## src/rtl/hz_pkg.sv

```systemverilog
package hz_pkg;

  typedef enum logic [2:0] {
    UC_ALU    = 3'd0,
    UC_MEM    = 3'd1,
    UC_BRANCH = 3'd2,
    UC_TRAP   = 3'd3,
    UC_XLATE  = 3'd4,
    UC_SYSREG = 3'd5
  } unit_class_e;

  // classes that must see an empty pending vector before they start
  function automatic logic cls_drains(input logic [2:0] cls);
    return (cls == UC_MEM) || (cls == UC_BRANCH) || (cls == UC_TRAP);
  endfunction

  // classes that hold the busy interlock while they execute
  function automatic logic cls_serial(input logic [2:0] cls);
    return cls_drains(cls) || (cls == UC_XLATE) || (cls == UC_SYSREG);
  endfunction

endpackage

```

## src/rtl/hz_onehot_or.sv

```systemverilog
// Decodes several (valid, number) request pairs into one OR-reduced vector.
module hz_onehot_or #(
  parameter int NREG  = 32,
  parameter int NPORT = 2,
  parameter int RW    = 5
) (
  input  logic                  en_i,
  input  logic [NPORT-1:0]      vld_i,
  input  logic [NPORT*RW-1:0]   num_i,
  output logic [NREG-1:0]       vec_o
);
  localparam int NPAD = 1 << RW;

  logic [NPAD-1:0] vec_ext;

  always_comb begin
    vec_ext = '0;
    for (int p = 0; p < NPORT; p++) begin
      if (en_i && vld_i[p]) vec_ext[num_i[p*RW +: RW]] = 1'b1;
    end
  end

  assign vec_o = vec_ext[NREG-1:0];

endmodule

```

## src/rtl/hz_rp_latch_vec.sv

```systemverilog
// Vector of set/reset latches in which reset has priority over set.
module hz_rp_latch_vec #(
  parameter int N = 32
) (
  input  logic         clk,
  input  logic         rst,
  input  logic         flush_i,
  input  logic [N-1:0] set_i,
  input  logic [N-1:0] clr_i,
  output logic [N-1:0] q_o
);

  for (genvar i = 0; i < N; i++) begin : g_bit
    logic q;
    always_ff @(posedge clk) begin
      if (rst || flush_i) q <= 1'b0;
      else if (clr_i[i])  q <= 1'b0;
      else if (set_i[i])  q <= 1'b1;
    end
    assign q_o[i] = q;

    p_clr_wins_r3: assert property (@(posedge clk) disable iff (rst)
      clr_i[i] |=> !q_o[i]);
    p_set_takes_r2: assert property (@(posedge clk) disable iff (rst)
      (set_i[i] && !clr_i[i] && !flush_i) |=> q_o[i]);
  end

endmodule

```

## src/rtl/hz_issue_ctl.sv

```systemverilog
// Stall decision, busy interlock and source capture.
module hz_issue_ctl
  import hz_pkg::*;
#(
  parameter int NREG = 32,
  parameter int NDST = 2,
  parameter int NSRC = 3,
  parameter int RW   = 5
) (
  input  logic                 clk,
  input  logic                 rst,
  input  logic                 overlap_en_i,
  input  logic                 iss_valid_i,
  input  logic [2:0]           iss_class_i,
  input  logic [NDST*RW-1:0]   iss_dst_num_i,
  input  logic [NDST-1:0]      iss_dst_vld_i,
  input  logic [NSRC*RW-1:0]   iss_src_num_i,
  input  logic [NSRC-1:0]      iss_src_vld_i,
  input  logic                 unit_done_i,
  input  logic [NREG-1:0]      pend_i,
  output logic                 stall_o,
  output logic                 accept_o,
  output logic [NSRC*RW-1:0]   rd_num_o,
  output logic [NSRC-1:0]      rd_vld_o
);
  localparam int NPAD = 1 << RW;

  logic [NPAD-1:0]     pend_ext;
  logic [NDST-1:0]     dst_hit;
  logic [NSRC-1:0]     src_hit;
  logic                busy_q;
  logic                hazard;
  logic [NSRC*RW-1:0]  rd_num_q;
  logic [NSRC-1:0]     rd_vld_q;

  assign pend_ext = NPAD'(pend_i);

  for (genvar d = 0; d < NDST; d++) begin : g_dst
    assign dst_hit[d] = iss_dst_vld_i[d] && pend_ext[iss_dst_num_i[d*RW +: RW]];
  end

  for (genvar s = 0; s < NSRC; s++) begin : g_src
    assign src_hit[s] = iss_src_vld_i[s] && pend_ext[iss_src_num_i[s*RW +: RW]];
  end

  // built only from registered state and the presented request, never from accept_o
  always_comb begin
    hazard = 1'b0;
    if (overlap_en_i) begin
      hazard = (|dst_hit) || (|src_hit) ||
               (cls_drains(iss_class_i) && (|pend_i));
    end
  end

  assign stall_o  = iss_valid_i && (busy_q || hazard);
  assign accept_o = iss_valid_i && !stall_o;

  always_ff @(posedge clk) begin
    if (rst) begin
      busy_q <= 1'b0;
    end else if (unit_done_i) begin
      busy_q <= 1'b0;
    end else if (accept_o && (!overlap_en_i || cls_serial(iss_class_i))) begin
      busy_q <= 1'b1;
    end
  end

  always_ff @(posedge clk) begin
    if (rst) begin
      rd_num_q <= '0;
      rd_vld_q <= '0;
    end else if (accept_o) begin
      rd_vld_q <= iss_src_vld_i;
      for (int s = 0; s < NSRC; s++) begin
        rd_num_q[s*RW +: RW] <= iss_src_vld_i[s] ? iss_src_num_i[s*RW +: RW] : '0;
      end
    end
  end

  assign rd_num_o = rd_num_q;
  assign rd_vld_o = rd_vld_q;

  p_done_frees_r8: assert property (@(posedge clk) disable iff (rst)
    unit_done_i |=> !busy_q);
  p_busy_blocks_r8: assert property (@(posedge clk) disable iff (rst)
    (busy_q && iss_valid_i) |-> stall_o);
  p_drain_empty_r7: assert property (@(posedge clk) disable iff (rst)
    (accept_o && overlap_en_i && cls_drains(iss_class_i)) |-> (pend_i == '0));
  p_src_capture_r6: assert property (@(posedge clk) disable iff (rst)
    accept_o |=> (rd_vld_o == $past(iss_src_vld_i)));

  for (genvar s = 0; s < NSRC; s++) begin : g_raw_chk
    p_no_raw_issue_r5: assert property (@(posedge clk) disable iff (rst)
      (accept_o && overlap_en_i && iss_src_vld_i[s])
        |-> !pend_ext[iss_src_num_i[s*RW +: RW]]);
  end

endmodule

```

## src/rtl/hz_scoreboard.sv

```systemverilog
module hz_scoreboard
  import hz_pkg::*;
#(
  parameter int NREG = 32,
  parameter int NDST = 2,
  parameter int NSRC = 3,
  parameter int NWP  = 3,
  parameter int RW   = $clog2(NREG)
) (
  input  logic                 clk,
  input  logic                 rst,
  input  logic                 overlap_en_i,
  input  logic                 iss_valid_i,
  input  logic [2:0]           iss_class_i,
  input  logic [NDST*RW-1:0]   iss_dst_num_i,
  input  logic [NDST-1:0]      iss_dst_vld_i,
  input  logic [NSRC*RW-1:0]   iss_src_num_i,
  input  logic [NSRC-1:0]      iss_src_vld_i,
  input  logic [NWP-1:0]       wb_vld_i,
  input  logic [NWP*RW-1:0]    wb_num_i,
  input  logic                 unit_done_i,
  output logic                 stall_o,
  output logic [NREG-1:0]      pend_o,
  output logic [NSRC*RW-1:0]   rd_num_o,
  output logic [NSRC-1:0]      rd_vld_o
);
  localparam int NPAD = 1 << RW;

  logic            accept;
  logic [NREG-1:0] set_vec;
  logic [NREG-1:0] clr_vec;
  logic [NREG-1:0] pend_q;
  logic [NPAD-1:0] pend_ext;

  hz_issue_ctl #(.NREG(NREG), .NDST(NDST), .NSRC(NSRC), .RW(RW)) u_ctl (
    .clk           (clk),
    .rst           (rst),
    .overlap_en_i  (overlap_en_i),
    .iss_valid_i   (iss_valid_i),
    .iss_class_i   (iss_class_i),
    .iss_dst_num_i (iss_dst_num_i),
    .iss_dst_vld_i (iss_dst_vld_i),
    .iss_src_num_i (iss_src_num_i),
    .iss_src_vld_i (iss_src_vld_i),
    .unit_done_i   (unit_done_i),
    .pend_i        (pend_q),
    .stall_o       (stall_o),
    .accept_o      (accept),
    .rd_num_o      (rd_num_o),
    .rd_vld_o      (rd_vld_o)
  );

  hz_onehot_or #(.NREG(NREG), .NPORT(NDST), .RW(RW)) u_set (
    .en_i  (accept && overlap_en_i),
    .vld_i (iss_dst_vld_i),
    .num_i (iss_dst_num_i),
    .vec_o (set_vec)
  );

  hz_onehot_or #(.NREG(NREG), .NPORT(NWP), .RW(RW)) u_clr (
    .en_i  (1'b1),
    .vld_i (wb_vld_i),
    .num_i (wb_num_i),
    .vec_o (clr_vec)
  );

  hz_rp_latch_vec #(.N(NREG)) u_pend (
    .clk     (clk),
    .rst     (rst),
    .flush_i (!overlap_en_i),
    .set_i   (set_vec),
    .clr_i   (clr_vec),
    .q_o     (pend_q)
  );

  assign pend_o   = pend_q;
  assign pend_ext = NPAD'(pend_q);

  p_flush_zero_r9: assert property (@(posedge clk) disable iff (rst)
    !overlap_en_i |=> (pend_o == '0));

  for (genvar d = 0; d < NDST; d++) begin : g_waw_chk
    p_no_waw_issue_r4: assert property (@(posedge clk) disable iff (rst)
      (iss_valid_i && !stall_o && overlap_en_i && iss_dst_vld_i[d])
        |-> !pend_ext[iss_dst_num_i[d*RW +: RW]]);
  end

endmodule

```

## config.mk

```make
export PLATFORM = sky130hd
export DESIGN_NAME = hz_scoreboard
export DESIGN_NICKNAME = d
export VERILOG_FILES = /design/src/rtl/hz_pkg.sv /design/src/rtl/hz_onehot_or.sv /design/src/rtl/hz_rp_latch_vec.sv /design/src/rtl/hz_issue_ctl.sv /design/src/rtl/hz_scoreboard.sv
export SDC_FILE = /design/constraint.sdc
export NUM_CORES = 1
export LEC_CHECK = 0
export ABC_AREA = 0
export BUFFER_PORTS_ARGS = -buffer_cell sky130_fd_sc_hd__buf_2
export CAP_MARGIN = 20
export CORE_MARGIN = 4
export CORE_UTILIZATION = 52
export CTS_BUF_LIST = sky130_fd_sc_hd__clkbuf_2
export CTS_CLUSTER_DIAMETER = 80
export CTS_CLUSTER_SIZE = 12
export DETAILED_ROUTE_END_ITERATION = 16
export GPL_TIMING_DRIVEN = 0
export PLACE_DENSITY_LB_ADDON = 0.2
export SLEW_MARGIN = 25
export SYNTH_ARGS = -nofsm -noshare
export SYNTH_HDL_FRONTEND = slang
export SYNTH_SLANG_ARGS = --single-unit
```

## constraint.sdc

```tcl
create_clock -name clk -period 2.4 [get_ports clk]
set_input_delay 0 -clock clk [delete_from_list [all_inputs] [get_ports clk]]
set_output_delay 0 -clock clk [all_outputs]
set_load 0.03 [all_outputs]
```

---- After elaboration in Yosys (flattened, before gate mapping) ----
Cells that the tools add are included.
word-level totals
  logic and storage cells ................. 149
  bits in registers ....................... 51
  input bits .............................. 56
cells by class
  muxes and demuxes ....................... 29
  $lt $le $gt $ge ......................... 13
  eq/ne operators ......................... 5
  bitwise operators ....................... 3
  reduce and logical (&&, ||, !) cells .... 64
operators with widths
  cell                                                                                  number
  32-bit two-way mux                                                                    5
  32-bit OR                                                                             3
  2-bit OR reduction                                                                    34
  5-bit by 6-bit < comparator with 1-bit output (second input constant)                 8
  32-bit OR reduction                                                                   1
  1-bit binary-select mux with 5-bit select                                             5
  1-bit demux with 5-bit select                                                         5
  5-bit by 1-bit greater-or-equal comparator with 1-bit output (second input constant)  5
  1-bit logical AND                                                                     17
  5-bit two-way mux                                                                     3
  1-bit two-way mux                                                                     11
  1-bit logical OR                                                                      9
  3-bit by 2-bit == test with 1-bit output (second input constant)                      2
  3-bit == test (second input constant)                                                 2
  3-bit by 1-bit == test with 1-bit output (second input constant)                      1
  3-bit OR reduction                                                                    1
  1-bit logical NOT                                                                     2

---- Logic depth before layout (Yosys ltp) ----
  depth after elaboration ................. 16
  depth in mapped cells ................... 11
  mapped depth without buffers ............ 7

---- Modules after synthesis ----
From an unflattened synthesis, not the netlist that was laid out.
second synthesis, totals
  cells, all modules ...................... 558
  area total of the unflattened synthesis .. 5,059.9 sq um
modules (own cells, without submodules)
  module                 seq. area each (sq um)  cells each  times used  area an instance (sq um)
  hz_issue_ctl           380.4                   221         1           2,411.1
  hz_rp_latch_vec        640.6                   133         1           1,362.6
  hz_onehot_or at u_clr  0.0                     142         1           869.6
  hz_onehot_or at u_set  0.0                     59          1           402.9
  hz_scoreboard          0.0                     3           1           13.8

---- Worst setup path before layout ----
No wires, ideal clock.
  path kind ............................... reg2reg
  start ................................... register u_pend.g_bit[27].q
  end ..................................... register u_ctl.rd_num_q[12], in the netlist u_ctl.rd_num_o[12]
  stages on the path, launching flop included .. 9
  period minus slack after synthesis ...... 2.527 ns
  path buffers ............................ 1
  path slack .............................. -0.127 ns
  arrival time ............................ 2.407 ns
  required time ........................... 2.279 ns
  path through ............................ dfxtp_1 mux4_2 mux4_2 mux2i_1 nor2_2 nor4_1 a32o_1 buf_4 mux2_2
between the ends
  word-level cells in the longest chain between the ends .. 11
  elaborated cells between the ends (all ways) .. 26
  those cells by class .................... mux (11); reduce/logical (15)
ends and longest elaborated chain
  item                                                                 line                                    source
  start: declaration                                                   hz_rp_latch_vec.sv:14                   logic q;
  start signal: assignment                                             hz_rp_latch_vec.sv:16                   if (rst || flush_i) q <= 1'b0;
  start signal: assignment                                             hz_rp_latch_vec.sv:17                   else if (clr_i[i]) q <= 1'b0;
  start signal: assignment                                             hz_rp_latch_vec.sv:18                   else if (set_i[i]) q <= 1'b1;
  1-bit binary-select mux with 5-bit select, on equally long branches  hz_issue_ctl.sv:43, hz_issue_ctl.sv:39
  1-bit two-way mux, on equally long branches                          hz_issue_ctl.sv:43, hz_issue_ctl.sv:39
  1-bit logical AND, on equally long branches                          hz_issue_ctl.sv:43, hz_issue_ctl.sv:39
  3-bit OR reduction / 2-bit OR reduction (equally long branches)      hz_issue_ctl.sv:50                      hazard = (|dst_hit) || (|src_hit) ||
  1-bit logical OR                                                     hz_issue_ctl.sv:50
  1-bit logical OR (*)                                                 hz_issue_ctl.sv:50
  1-bit two-way mux (*)                                                hz_issue_ctl.sv:49                      if (overlap_en_i) begin
  1-bit logical OR (*)                                                 hz_issue_ctl.sv:55                      assign stall_o = iss_valid_i && (busy_q || hazard);
  1-bit logical AND (*)                                                hz_issue_ctl.sv:55
  1-bit logical NOT (*)                                                hz_issue_ctl.sv:56                      assign accept_o = iss_valid_i && !stall_o;
  1-bit logical AND (*)                                                hz_issue_ctl.sv:56
  end signal: indexed assignment                                       hz_issue_ctl.sv:75                      rd_num_q[s*RW +: RW] <= iss_src_vld_i[s] ? iss_src_num_i[s*RW +: RW] : '0;
  end: declaration                                                     hz_issue_ctl.sv:33                      logic [NSRC*RW-1:0] rd_num_q;
Every way passes the cells marked *; elsewhere a longest branch is shown, timed or not. The select of a mux whose other input is x is not followed.
A chain may end at the register's enable or synchronous reset.

---- Worst setup path after layout ----
  start ................................... register u_pend.g_bit[13].q
  end ..................................... output port stall_o
between the ends
  word-level cells in the longest chain between the ends .. 9
  elaborated cells between the ends (all ways) .. 24
  those cells by class .................... mux (11); reduce/logical (13)
ends and longest elaborated chain
  item                                                                 line                                    source
  start: declaration                                                   hz_rp_latch_vec.sv:14
  start signal: assignment                                             hz_rp_latch_vec.sv:16
  start signal: assignment                                             hz_rp_latch_vec.sv:17
  start signal: assignment                                             hz_rp_latch_vec.sv:18
  1-bit binary-select mux with 5-bit select, on equally long branches  hz_issue_ctl.sv:43, hz_issue_ctl.sv:39
  1-bit two-way mux, on equally long branches                          hz_issue_ctl.sv:43, hz_issue_ctl.sv:39
  1-bit logical AND, on equally long branches                          hz_issue_ctl.sv:43, hz_issue_ctl.sv:39
  3-bit OR reduction / 2-bit OR reduction (equally long branches)      hz_issue_ctl.sv:50
  1-bit logical OR                                                     hz_issue_ctl.sv:50
  1-bit logical OR (*)                                                 hz_issue_ctl.sv:50
  1-bit two-way mux (*)                                                hz_issue_ctl.sv:49
  1-bit logical OR (*)                                                 hz_issue_ctl.sv:55
  1-bit logical AND (*)                                                hz_issue_ctl.sv:55
  end: declaration                                                     hz_scoreboard.sv:22                     output logic stall_o,
Marked as above.

==> results.sh <==
export IMPL_setup_ws_ns=-0.5173
export IMPL_dp_slack_ns=-0.7720
export IMPL_grt_max_degree=19
export IMPL_hp_start="wb_num_i[4]"
export IMPL_viasPerCell=6.837
export IMPL_synth_nets=678
export IMPL_clkTransAtPathRegs_ns=0.33
export IMPL_antennaDiodeCount=0
export IMPL_grt_overflow_total=0
export IMPL_route_detailed_drc=0
export IMPL_reg2reg_to="u_pend.g_bit[27].q"
export IMPL_place_congestion=0.9936
export IMPL_final_common_cell="buf_2"
export IMPL_rr_worst_depth=10
export IMPL_worstSkewPairLatency_ns=0.48
export IMPL_wl_per_cell_um=23.71
export IMPL_ys_flop_type="dfxtp_1"
export IMPL_cp_num_buf_inv=4
export IMPL_place_area_um2=5725
export IMPL_seq_area_frac_synth_pct=20.29
export IMPL_syn_inst=622
export IMPL_crit_path_max_incr_delay_ns=0.45
export IMPL_num_vias=6386
export IMPL_cts_root_buffer="clkbuf_2"
export IMPL_antenna_found_initial=0
export IMPL_clockBufferDepth=2
export IMPL_grt_pass1_vias=6053
export IMPL_die_w_um=106.4
export IMPL_areaGrowthSynthToFinish_pct=42.65
export IMPL_irDropWorstVdd_uv=251.3
export IMPL_period_needed_ns=2.917
export IMPL_final_area_um2=7177
export IMPL_nets=860
export IMPL_fin_util_pct=76.94
export IMPL_yosys_register_bits=51
export IMPL_synth_area_per_cell_um2=8.089
export IMPL_ant_nets=0
export IMPL_synth_edf_count=0
export IMPL_netlist_area_um2=5031
export IMPL_grt_usage_pct=36.99
export IMPL_crit_fanout=3
export IMPL_whs_ns=0.03816
export IMPL_hold_class="in2reg"
export IMPL_core_area_um2=9328
export IMPL_synth_warnings=0
export IMPL_slew_viol_final=0
export IMPL_cp_depth=11
export IMPL_p_per_area_nw_per_um2=294.1
export IMPL_r2r_setup_slack_ns=-0.47
export IMPL_layout_common_cells="102 x buf_2, 61 x buf_4, 56 x nand2_1"
export IMPL_cts_buffers=5
export IMPL_crit_start="u_pend.g_bit[13].q"
export IMPL_die_area_um2=11310
export IMPL_htreeDepth=2
export IMPL_p_leak_nw=2.754
export IMPL_async_reset_ff_share_pct=0
export IMPL_p_switching_mw=0.8353
export IMPL_io_buffer_count=97
export IMPL_initial_utilization_pct=53.94
export IMPL_timing_slew_headroom_pct=48.33
export IMPL_critical_path_cell_chain="buf_6, buf_4, mux4_2, mux2i_1, and2_4, nor3_4, nor4_4, buf_6, a31oi_2, o21a_1, buf_6"
export IMPL_crit_path_end_kind="output port"
export IMPL_critPathArrivalTime_ns=2.92
export IMPL_internal_power_mw=1.276
export IMPL_tightest_slew_ns=0.7691
export IMPL_clkPwrFrac_pct=20.3
export IMPL_fmax_mhz=342.8
export IMPL_period_share_pct=121.6
export IMPL_endpoint="stall_o"
export IMPL_rsz0062_at_grt="true"
export IMPL_maxCapViolations=0
export IMPL_reg2reg_from="u_pend.g_bit[20].q"
export IMPL_dp_hpwl_um=13970
export IMPL_crit_path_start_kind="flop"
export IMPL_placementRows=35
export IMPL_final_layout_size_suffix_gt1_share_pct=44.10
export IMPL_grt_first_pass_wirelength_um=32880
export IMPL_critPathRequiredTime_ns=2.40
export IMPL_setup_violations=52
export IMPL_tns_ns=-17.94
export IMPL_routed_wl_um=22150
export IMPL_critPathTopFamily="multiplexers"
export IMPL_critical_path_class="reg2out"
export IMPL_first_iter_violations=981
export IMPL_slowest_stage="mux4_2"
export IMPL_violations="negative setup slack"
export IMPL_tritoncts="built"
export IMPL_status="finished with violations"
export IMPL_cts_sinks=51
export IMPL_crit_top_cell="buf_6"
export IMPL_hold_viol=0
export IMPL_drtPass1Iterations=9
export IMPL_clock_skew_ns=0.03274
export IMPL_power_frac_comb_pct=38.4
export IMPL_seqPwrFrac_pct=41.3
export IMPL_ys_types=48
export IMPL_switching_share_pct=39.57
export IMPL_dieHeight_um=106.4
export IMPL_io_pins=107
-- stage by stage --
step / power (mW) / instances
after floorplan: 1.273 / 622
after global placement: 1.462 / 848
after detailed placement: 1.471 / 848
after CTS: 2.029 / 935
after global routing: 2.176 / 934
final: 2.111 / 934
-- how the worst min path moves through the flow --
stage,endpoint,cells after the start,slack (ns)
final,u_pend.g_bit[14].q,5,0.04
after global routing,u_pend.g_bit[28].q,5,0.001
after CTS,u_pend.g_bit[14].q,5,0.03
after detailed placement,u_ctl.busy_q,2,0.29
after global placement,u_ctl.busy_q,2,0.26
after floorplan,u_ctl.busy_q,1,0.11
-- flip-flops by register name, summed over array words and instances (netlist names) --
register	count
u_pend.g_bit.q	32
u_ctl.rd_num_o	15
u_ctl.rd_vld_o	3
u_ctl.busy_q	1
-- cells in the mapped netlist (15+ instances only) --
library cell | instances | share of area [%]
mux2i_1 | 37 | 7.4
nor2_1 | 41 | 3.1
a21oi_1 | 32 | 3.2
nand2_1 | 56 | 4.2
a31oi_1 | 36 | 4.5
clkbuf_1 | 15 | 1.1
dfxtp_1 | 51 | 20
a22oi_1 | 34 | 5.1
nand3_1 | 72 | 7.2
buf_4 | 37 | 5.5
nand2b_1 | 25 | 3.1
mux4_2 | 29 | 13
nor3b_1 | 17 | 2.5
-- logic make-up after synthesis --
family | count (synthesis) | share of synthesized area [%]
and+or+nand+nor | 297 | 32.55
DFF | 51 | 20.29
muxes | 75 | 22.36
AOI/OAI and AO/OA | 122 | 15.89
buffers and inverters | 77 | 8.903
-- worst reg2reg max path, delay by kind of cell, from the launching register on --
kind,cells,cell delay (ns)
mux,3,1.22
compound gates,2,0.30
flops,1,0.53
buf+inv,3,0.51
simple gates,2,0.24
-- routing by layer --
metal,track usage [%],share of wire (%)
met1,45.92,36
met2,59.68,44
met3,9.411,13
met4,17.58,6.1
met5,1.905,0.14
-- cell type report --
class	instances	area [µm²]
multi-input combinational	495	4110
fill	643	2151
timing repair buffer	174	1256
sequential	51	1082
buffer	69	485.5
tap	129	161.4
inverter	8	30.03
clock inverter	3	26.28
clock buffer	5	25.02
-- power by group through the flow --
stage / clock network (mW) / logic, mW / registers [mW]
2_1_floorplan: 0 / 0.342 / 0.931
3_3_place_gp: 0 / 0.566 / 0.896
3_5_place_dp: 0 / 0.574 / 0.897
4_1_cts: 0.420 / 0.738 / 0.870
5_1_grt: 0.453 / 0.848 / 0.875
6_report: 0.428 / 0.811 / 0.872
-- repair_timing --
item                                    4_1_cts  5_1_grt
gates cloned                                  2        1
endpoints found under the setup margin       52       52
hold endpoints to repair                     20        0
gates resized for setup                     103       60
buffers inserted                             53        1
hold buffers                                 25        0
pin swaps                                    71       42
Power figures use the tool's default switching activity.
